===== config.mk =====
export PLATFORM = sky130hd
export DESIGN_NAME = df_token_engine
export DESIGN_NICKNAME = d
export VERILOG_FILES = /design/src/rtl/df_pkg.sv /design/src/rtl/df_fifo.sv /design/src/rtl/df_match.sv /design/src/rtl/df_alu.sv /design/src/rtl/df_token_engine.sv
export SDC_FILE = /design/constraint.sdc
export NUM_CORES = 1
export LEC_CHECK = 0
export BUFFER_PORTS_ARGS = -buffer_cell sky130_fd_sc_hd__clkbuf_2
export CAP_MARGIN = 20
export CELL_PAD_IN_SITES_DETAIL_PLACEMENT = 1
export CELL_PAD_IN_SITES_GLOBAL_PLACEMENT = 1
export CORE_AREA = 5 5 260 262
export CTS_BUF_LIST = sky130_fd_sc_hd__clkbuf_4 sky130_fd_sc_hd__clkbuf_8
export CTS_CLUSTER_SIZE = 40
export DETAILED_ROUTE_END_ITERATION = 10
export DIE_AREA = 0 0 265 267
export GPL_ROUTABILITY_DRIVEN = 1
export HOLD_SLACK_MARGIN = 0.06
export PLACE_DENSITY_LB_ADDON = 0.25
export SKIP_LAST_GASP = 1
export SYNTH_ARGS = -nofsm -noshare
export SYNTH_HDL_FRONTEND = slang
export SYNTH_SLANG_ARGS = --single-unit

===== constraint.sdc =====
create_clock -name clk_i -period 12.35 [get_ports clk_i]
set_clock_uncertainty 0.1 [all_clocks]
set_input_delay 2.47 -clock clk_i [delete_from_list [all_inputs] [get_ports clk_i]]
set_output_delay 2.47 -clock clk_i [all_outputs]
set_load 0.02 [all_outputs]

===== src/rtl/df_pkg.sv =====
package df_pkg;
  localparam int DATA_W = 16;
  localparam int NODES  = 16;
  localparam int NODE_W = $clog2(NODES);
  localparam int ARC_W  = NODE_W + 1;

  typedef enum logic [2:0] {
    OP_ADD = 3'd0, OP_SUB = 3'd1, OP_MUL = 3'd2, OP_STEER = 3'd3, OP_PASS = 3'd4
  } op_e;

  typedef struct packed {
    logic             vld;
    logic             ext;
    logic [ARC_W-1:0] arc;
  } dest_t;

  typedef struct packed {
    op_e               op;
    logic [DATA_W-1:0] cst;
    dest_t             d1;
    dest_t             d0;
  } node_t;

  typedef node_t [NODES-1:0] table_t;

  typedef struct packed {
    logic [ARC_W-1:0]  arc;
    logic [DATA_W-1:0] data;
  } token_t;

  function automatic dest_t mk_dst(input logic ext, input int arc);
    dest_t d;
    d.vld = 1'b1;
    d.ext = ext;
    d.arc = ARC_W'(arc);
    return d;
  endfunction

  // (A+B)*(C-D), product out on ext 0 and steered vs 15 to ext 1/2
  function automatic table_t default_table();
    table_t t;
    for (int i = 0; i < NODES; i++) begin
      t[i].op  = OP_PASS;
      t[i].cst = '0;
      t[i].d0  = '0;
      t[i].d1  = '0;
    end
    t[0].op = OP_ADD;   t[0].d0 = mk_dst(1'b0, 4);
    t[1].op = OP_SUB;   t[1].d0 = mk_dst(1'b0, 5);
    t[2].op = OP_MUL;   t[2].d0 = mk_dst(1'b0, 6);  t[2].d1 = mk_dst(1'b1, 0);
    t[3].op = OP_STEER; t[3].cst = DATA_W'(15);
    t[3].d0 = mk_dst(1'b1, 1);  t[3].d1 = mk_dst(1'b1, 2);
    t[4].op = OP_PASS;  t[4].d0 = mk_dst(1'b1, 3);  t[4].d1 = mk_dst(1'b1, 4);
    t[5].op = OP_SUB;   t[5].d0 = mk_dst(1'b1, 5);
    return t;
  endfunction
endpackage


===== src/rtl/df_fifo.sv =====
module df_fifo #(
  parameter int W     = 21,
  parameter int DEPTH = 8,
  localparam int PTR_W = $clog2(DEPTH),
  localparam int CNT_W = $clog2(DEPTH + 1)
) (
  input  logic             clk_i,
  input  logic             rst_ni,
  input  logic             push_i,
  input  logic [W-1:0]     wdata_i,
  input  logic             pop_i,
  output logic [W-1:0]     rdata_o,
  output logic             empty_o,
  output logic             full_o,
  output logic [CNT_W-1:0] count_o
);
  logic [W-1:0]     mem_q [DEPTH];
  logic [PTR_W-1:0] wr_q, rd_q;
  logic [CNT_W-1:0] cnt_q;

  assign empty_o = (cnt_q == '0);
  assign full_o  = (cnt_q == CNT_W'(DEPTH));
  assign count_o = cnt_q;
  assign rdata_o = mem_q[rd_q];

  always_ff @(posedge clk_i or negedge rst_ni) begin
    if (!rst_ni) begin
      wr_q  <= '0;
      rd_q  <= '0;
      cnt_q <= '0;
    end else begin
      if (push_i) wr_q <= wr_q + 1'b1;
      if (pop_i)  rd_q <= rd_q + 1'b1;
      cnt_q <= cnt_q + CNT_W'(push_i) - CNT_W'(pop_i);
    end
  end

  always_ff @(posedge clk_i) begin
    if (push_i) mem_q[wr_q] <= wdata_i;
  end

  a_r9_no_overflow: assert property (@(posedge clk_i) disable iff (!rst_ni)
    push_i |-> !full_o);
  a_r9_no_underflow: assert property (@(posedge clk_i) disable iff (!rst_ni)
    pop_i |-> !empty_o);
endmodule


===== src/rtl/df_match.sv =====
module df_match #(
  parameter int NODES  = 16,
  parameter int DATA_W = 16,
  localparam int NODE_W = $clog2(NODES)
) (
  input  logic              clk_i,
  input  logic              rst_ni,
  input  logic              tok_v_i,
  input  logic [NODE_W-1:0] node_i,
  input  logic              port_i,
  input  logic [DATA_W-1:0] data_i,
  input  logic              binary_i,
  output logic              fire_o,
  output logic              err_o,
  output logic [DATA_W-1:0] left_o,
  output logic [DATA_W-1:0] right_o
);
  logic [NODES-1:0]  pres_l_q, pres_r_q;
  logic [DATA_W-1:0] val_l_q [NODES];
  logic [DATA_W-1:0] val_r_q [NODES];
  logic other_pres, own_pres, store;

  assign other_pres = port_i ? pres_l_q[node_i] : pres_r_q[node_i];
  assign own_pres   = port_i ? pres_r_q[node_i] : pres_l_q[node_i];
  assign fire_o     = tok_v_i && (!binary_i || other_pres);
  assign err_o      = tok_v_i && binary_i && !other_pres && own_pres;
  assign store      = tok_v_i && binary_i && !other_pres && !own_pres;
  assign left_o     = (!port_i || !binary_i) ? data_i : val_l_q[node_i];
  assign right_o    = !binary_i ? '0 : (port_i ? data_i : val_r_q[node_i]);

  always_ff @(posedge clk_i or negedge rst_ni) begin
    if (!rst_ni) begin
      pres_l_q <= '0;
      pres_r_q <= '0;
    end else if (store) begin
      if (port_i) pres_r_q[node_i] <= 1'b1;
      else        pres_l_q[node_i] <= 1'b1;
    end else if (fire_o && binary_i) begin
      pres_l_q[node_i] <= 1'b0;
      pres_r_q[node_i] <= 1'b0;
    end
  end

  always_ff @(posedge clk_i) begin
    if (store) begin
      if (port_i) val_r_q[node_i] <= data_i;
      else        val_l_q[node_i] <= data_i;
    end
  end

  for (genvar g = 0; g < NODES; g++) begin : g_chk
    a_r3_never_both_waiting: assert property (@(posedge clk_i) disable iff (!rst_ni)
      !(pres_l_q[g] && pres_r_q[g]));
  end

  a_r4_fire_clears: assert property (@(posedge clk_i) disable iff (!rst_ni)
    (fire_o && binary_i) |=> !pres_l_q[$past(node_i)] && !pres_r_q[$past(node_i)]);
  a_r8_keep_operand: assert property (@(posedge clk_i) disable iff (!rst_ni)
    err_o |=> (port_i ? pres_r_q[$past(node_i)] : pres_l_q[$past(node_i)]) || $past(port_i) != port_i
              || 1'b1 == (pres_l_q[$past(node_i)] | pres_r_q[$past(node_i)]));
endmodule


===== src/rtl/df_alu.sv =====
module df_alu
  import df_pkg::*;
(
  input  op_e               op_i,
  input  logic [DATA_W-1:0] a_i,
  input  logic [DATA_W-1:0] b_i,
  input  logic [DATA_W-1:0] cst_i,
  output logic [DATA_W-1:0] res_o,
  output logic              gt_o
);
  assign gt_o = $signed(a_i) > $signed(cst_i);

  always_comb begin
    unique case (op_i)
      OP_ADD:  res_o = a_i + b_i;
      OP_SUB:  res_o = a_i - b_i;
      OP_MUL:  res_o = DATA_W'(a_i * b_i);
      default: res_o = a_i;
    endcase
  end
endmodule


===== src/rtl/df_token_engine.sv =====
module df_token_engine
  import df_pkg::*;
#(
  parameter int     FIFO_DEPTH = 8,
  parameter table_t NODE_TABLE = default_table(),
  localparam int    CNT_W      = $clog2(FIFO_DEPTH + 1),
  localparam int    TOK_W      = ARC_W + DATA_W
) (
  input  logic              clk_i,
  input  logic              rst_ni,
  input  logic              in_valid_i,
  output logic              in_ready_o,
  input  logic [ARC_W-1:0]  in_arc_i,
  input  logic [DATA_W-1:0] in_data_i,
  output logic              out_valid_o,
  output logic [ARC_W-1:0]  out_arc_o,
  output logic [DATA_W-1:0] out_data_o,
  output logic              err_o
);
  localparam logic [CNT_W-1:0] ROOM = CNT_W'(FIFO_DEPTH - 2);

  // pending result, one destination emitted per cycle
  logic              pend_v_q;
  logic [DATA_W-1:0] pend_val_q;
  logic [1:0]        pend_mask_q;
  dest_t [1:0]       pend_dst_q;
  logic              err_q;

  logic              cur_sel, int_req, emit_ok;
  dest_t             cur_dst;
  logic [1:0]        mask_left;

  logic              f_push, f_pop, f_empty, f_full;
  logic [CNT_W-1:0]  f_cnt;
  token_t            f_wdata, head;

  logic              consume, fire, m_err, binary, gt;
  logic [NODE_W-1:0] node;
  node_t             ent;
  logic [DATA_W-1:0] opl, opr, res;
  logic [1:0]        new_mask;

  assign cur_sel   = !pend_mask_q[0];
  assign cur_dst   = pend_dst_q[cur_sel];
  assign int_req   = pend_v_q && !cur_dst.ext;
  assign emit_ok   = pend_v_q && (cur_dst.ext || !f_full);
  assign mask_left = pend_mask_q & ~(2'b01 << cur_sel);

  assign in_ready_o  = !int_req && (f_cnt < ROOM);
  assign out_valid_o = pend_v_q && cur_dst.ext;
  assign out_arc_o   = cur_dst.arc;
  assign out_data_o  = pend_val_q;
  assign err_o       = err_q;

  assign f_push  = int_req ? !f_full : (in_valid_i && in_ready_o);
  assign f_wdata = int_req ? token_t'{arc: cur_dst.arc, data: pend_val_q}
                           : token_t'{arc: in_arc_i, data: in_data_i};
  assign consume = !pend_v_q && !f_empty;
  assign f_pop   = consume;

  df_fifo #(.W(TOK_W), .DEPTH(FIFO_DEPTH)) u_fifo (
    .clk_i, .rst_ni,
    .push_i(f_push), .wdata_i(f_wdata), .pop_i(f_pop),
    .rdata_o(head), .empty_o(f_empty), .full_o(f_full), .count_o(f_cnt)
  );

  assign node   = head.arc[ARC_W-1:1];
  assign ent    = NODE_TABLE[node];
  assign binary = (ent.op == OP_ADD) || (ent.op == OP_SUB) || (ent.op == OP_MUL);

  df_match #(.NODES(NODES), .DATA_W(DATA_W)) u_match (
    .clk_i, .rst_ni,
    .tok_v_i(consume), .node_i(node), .port_i(head.arc[0]), .data_i(head.data),
    .binary_i(binary), .fire_o(fire), .err_o(m_err), .left_o(opl), .right_o(opr)
  );

  df_alu u_alu (
    .op_i(ent.op), .a_i(opl), .b_i(opr), .cst_i(ent.cst), .res_o(res), .gt_o(gt)
  );

  always_comb begin
    new_mask = {ent.d1.vld, ent.d0.vld};
    if (ent.op == OP_STEER) new_mask = new_mask & (gt ? 2'b01 : 2'b10);
  end

  always_ff @(posedge clk_i or negedge rst_ni) begin
    if (!rst_ni) begin
      pend_v_q    <= 1'b0;
      pend_val_q  <= '0;
      pend_mask_q <= '0;
      pend_dst_q  <= '0;
      err_q       <= 1'b0;
    end else begin
      if (consume && m_err) err_q <= 1'b1;
      if (consume && fire && (new_mask != 2'b00)) begin
        pend_v_q    <= 1'b1;
        pend_val_q  <= res;
        pend_mask_q <= new_mask;
        pend_dst_q  <= {ent.d1, ent.d0};
      end else if (emit_ok) begin
        pend_mask_q <= mask_left;
        if (mask_left == 2'b00) pend_v_q <= 1'b0;
      end
    end
  end

  a_r8_err_sticky: assert property (@(posedge clk_i) disable iff (!rst_ni)
    err_o |=> err_o);
  a_r5_steer_single: assert property (@(posedge clk_i) disable iff (!rst_ni)
    (consume && fire && ent.op == OP_STEER && new_mask != 2'b00) |=> $countones(pend_mask_q) == 1);
  a_r9_stall_on_reinject: assert property (@(posedge clk_i) disable iff (!rst_ni)
    (pend_v_q && !out_valid_o) |-> !in_ready_o);
  a_r6_second_next: assert property (@(posedge clk_i) disable iff (!rst_ni)
    (emit_ok && pend_mask_q == 2'b11) |=> pend_v_q && pend_mask_q == 2'b10);
endmodule


==> out/metrics.cfg <==
[floorplan]
die_area_um2=70800
start_util_pct=39.6
std_cell_rows=94
floorplan.io_pins=48
dieHeight_um=267
core-area_um2=65200
die_width_um=265

[sta]
post-route-worst-setup-slack_ns=2.56
setup-violations-final=0
totalNegativeSetupSlack_ns=0
hold_viol=0
period_share_pct=79.3
max-slew-margin-rel_pct=22.7
grt_setup_unrepaired=false
fmaxAchievable_ghz=0.102
fin_crit_ns=9.79
worstMarginPinSlew_ns=1.15
final_max_slew_viol_count=0

[clocking]
cts_sinks=490
tritoncts=done
h-tree-depth=3
cts_hold_buffers=0
cts_made_buffers=86
cts_max_path_buffers=3
clk_transition_reported_paths_ns=0.06
post_cts_resized=0
cts_setup_buffers=0
clock-root-buffer=clkbuf_8
clk_latency_ns=0.69

[hold_path]
hold_path.class=register to register

[final_layout]
final_layout_size_suffix_gt1_share_pct=17.2
antenna_cells_inserted=0
growth_of_design_area_from_synthesis_to_finish_pct=13.6
finalNetCount=2337

[critical_path]
worst_path_max_delay_cell=mux4_4
cp_slowest_stage_delay_ns=1.00
reg2reg_to=out_data_o[15]$_DFFE_PN0P_
crit_end=out_data_o[15]$_DFFE_PN0P_
arrival_ns=10.25
critical-path-top-cell-by-count=inv_1
cp-end-kind=register
required_ns=12.80
crit_fanout=55
worstSetupStartpointType=register
critical_path.top_delay_family=adder cells
ff2ff_setup_slack_ns=2.56
cp.depth=32
worst_r2r_path_depth=32
cp_num_buf_inv=8
crit-reg2reg-launch=u_fifo.rd_q[0]$_DFFE_PN0P_
timing_worst_setup_path_type=register to register
critPathLaunch=u_fifo.rd_q[0]$_DFFE_PN0P_

[yosys]
top_ff_cell_synth=edfxtp_1
syn_std_cell_area_um2=25800
synthTopCellsByArea=edfxtp_1, dfrtp_1, fa_1
post-synth-top-area-fraction_pct=49.0
post_synth_num_cell_types=91
ys.warnings.count=0
avgSynthCellArea_um2=13.2
synth_async_sr_flop_share_pct=14.1
syn_inst=1958
synth-seq-cells=490
synth_sequential_area_ratio_pct=55.7
yosys.area.top_type=edfxtp_1
synth_edf_count=421

[status]
status=complete, no violations

[drt]
drt_first_iter_violations=1116
antenna_left=0
num_vias=16401
first_pass_iters=5
avgViaCountPerCell=5.32
drt-wirelength-per-cell_um=23.5
drc=0
finalWirelength_um=72500

[placement]
gp_congestion=0.912
place.detailed.hpwl_um=50600
portBuffers=45
pre_cts_ws_ns=2.53

[flow_run]
cap_violations=0

[global_routing]
global_route_total_usage_across_every_layer_pct=20.5
pin_count_of_the_biggest_net_entering_global_routing=70
vias_in_the_first_global_route=17673
grt-ovfl-total=0
antenna_violations_before_repair=3
grt_first_pass_wirelength_um=110000

## worst min-delay path by stage
stage | cells after the start | end | slack (ns) | startpoint
finish | 0 | register | 0.28 | register
detailed placement | 0 | register | 0.27 | register
global placement | 0 | register | 0.26 | register
floorplan | 1 | register | 0.33 | register
CTS | 0 | register | 0.28 | register
global route | 0 | register | 0.28 | register
## cell usage in the layout, fill, tap and decap left out, drive strengths merged, types with 69 or more instances in the layout
| cell | netlist | final |
|---|---|---|
| edfxtp | 421 | 421 |
| ha | 77 | 77 |
| mux2i | 135 | 135 |
| fa | 82 | 82 |
| dfrtp | 69 | 69 |
| inv | 156 | 157 |
| clkbuf | 62 | 172 |
| conb | 1 | 127 |
| nor2 | 114 | 114 |
| nand2 | 219 | 219 |
## routing by layer
| layer | vias to the layer above | wire length (µm) | GRT usage [%] |
|---|---|---|---|
| li1 | 7349 | - | - |
| met1 | 8466 | 31600 | 27.8 |
| met2 | 466 | 34900 | 34.2 |
| met3 | 120 | 3890 | 3.60 |
| met4 | 0 | 2040 | 6.00 |
| met5 | - | 0 | 0 |
## state kept, by name, summed over array words and instances, names as in the netlist, named ones only
register,flops
pend_v_q,1
pend_mask_q,2
u_fifo.mem_q,168
out_data_o,16
u_fifo.wr_q,3
u_match.val_l_q,120
u_match.val_r_q,133
pend_dst_q,7
err_o,1
u_fifo.count_o,4
u_fifo.rd_q,3
## cell type report
| type | count | area (µm²) |
|---|---|---|
| Clock buffer | 128 | 1580 |
| Clock inverter | 24 | 275 |
| Fill cell | 6847 | 35800 |
| Inverter | 156 | 586 |
| Multi-Input combinational cell | 1327 | 10800 |
| Sequential cell | 490 | 14400 |
| Tap cell | 864 | 1080 |
| Timing Repair Buffer | 93 | 656 |
## cell families (layout without fill, tap and decap cells)
kind of cell	count (synthesis)	count (layout)	synth area share, %
AND/OR/NAND/NOR	502	502	8.94
other	1	127	0.0145
XOR/XNOR	67	67	2.38
AO/OA/AOI/OAI	240	240	6.49
flip-flops	490	490	55.7
multiplexers	231	231	11.6
adder cells (fa/ha/maj)	160	160	10.1
buffers and inverters	267	401	4.69
## stage by stage
step | instance area (µm²) | util [%] | std cells | hold slack (ns)
6_report | 29300 | 45.0 | 3082 | 0.277
3_3_place_gp | 27400 | 42.0 | 2925 | 0.264
2_1_floorplan | 26300 | - | 2084 | 0.329
4_1_cts | 29200 | 44.9 | 3078 | 0.281
3_5_place_dp | 27400 | 42.0 | 2926 | 0.267
5_1_grt | 29300 | 45.0 | 3082 | 0.284
## synth_stat cells (7+ instances only)
| cell type | n |
|---|---|
| buf_6 | 17 |
| mux2i_1 | 135 |
| fa_1 | 82 |
| buf_4 | 8 |
| nor2_1 | 113 |
| a31oi_1 | 12 |
| o22ai_1 | 8 |
| nor3_1 | 13 |
| nor2b_1 | 17 |
| nand2_1 | 218 |
| clkbuf_1 | 62 |
| a21oi_1 | 44 |
| xor2_1 | 15 |
| inv_1 | 154 |
| and3_1 | 18 |
| dfrtp_1 | 69 |
| and2_1 | 19 |
| or2_2 | 7 |
| o21a_1 | 9 |
| xnor2_1 | 50 |
| a21o_1 | 13 |
| ha_1 | 77 |
| buf_2 | 17 |
| edfxtp_1 | 421 |
| nand4_1 | 17 |
| mux4_2 | 49 |
| o21ai_0 | 54 |
| nand2b_1 | 7 |
| a311oi_1 | 11 |
| mux2_2 | 44 |
| nand3_1 | 39 |
Power is left out: the tool's default activity adds up to more than one toggle a clock period on the data nets, which glitch-free logic cannot reach.
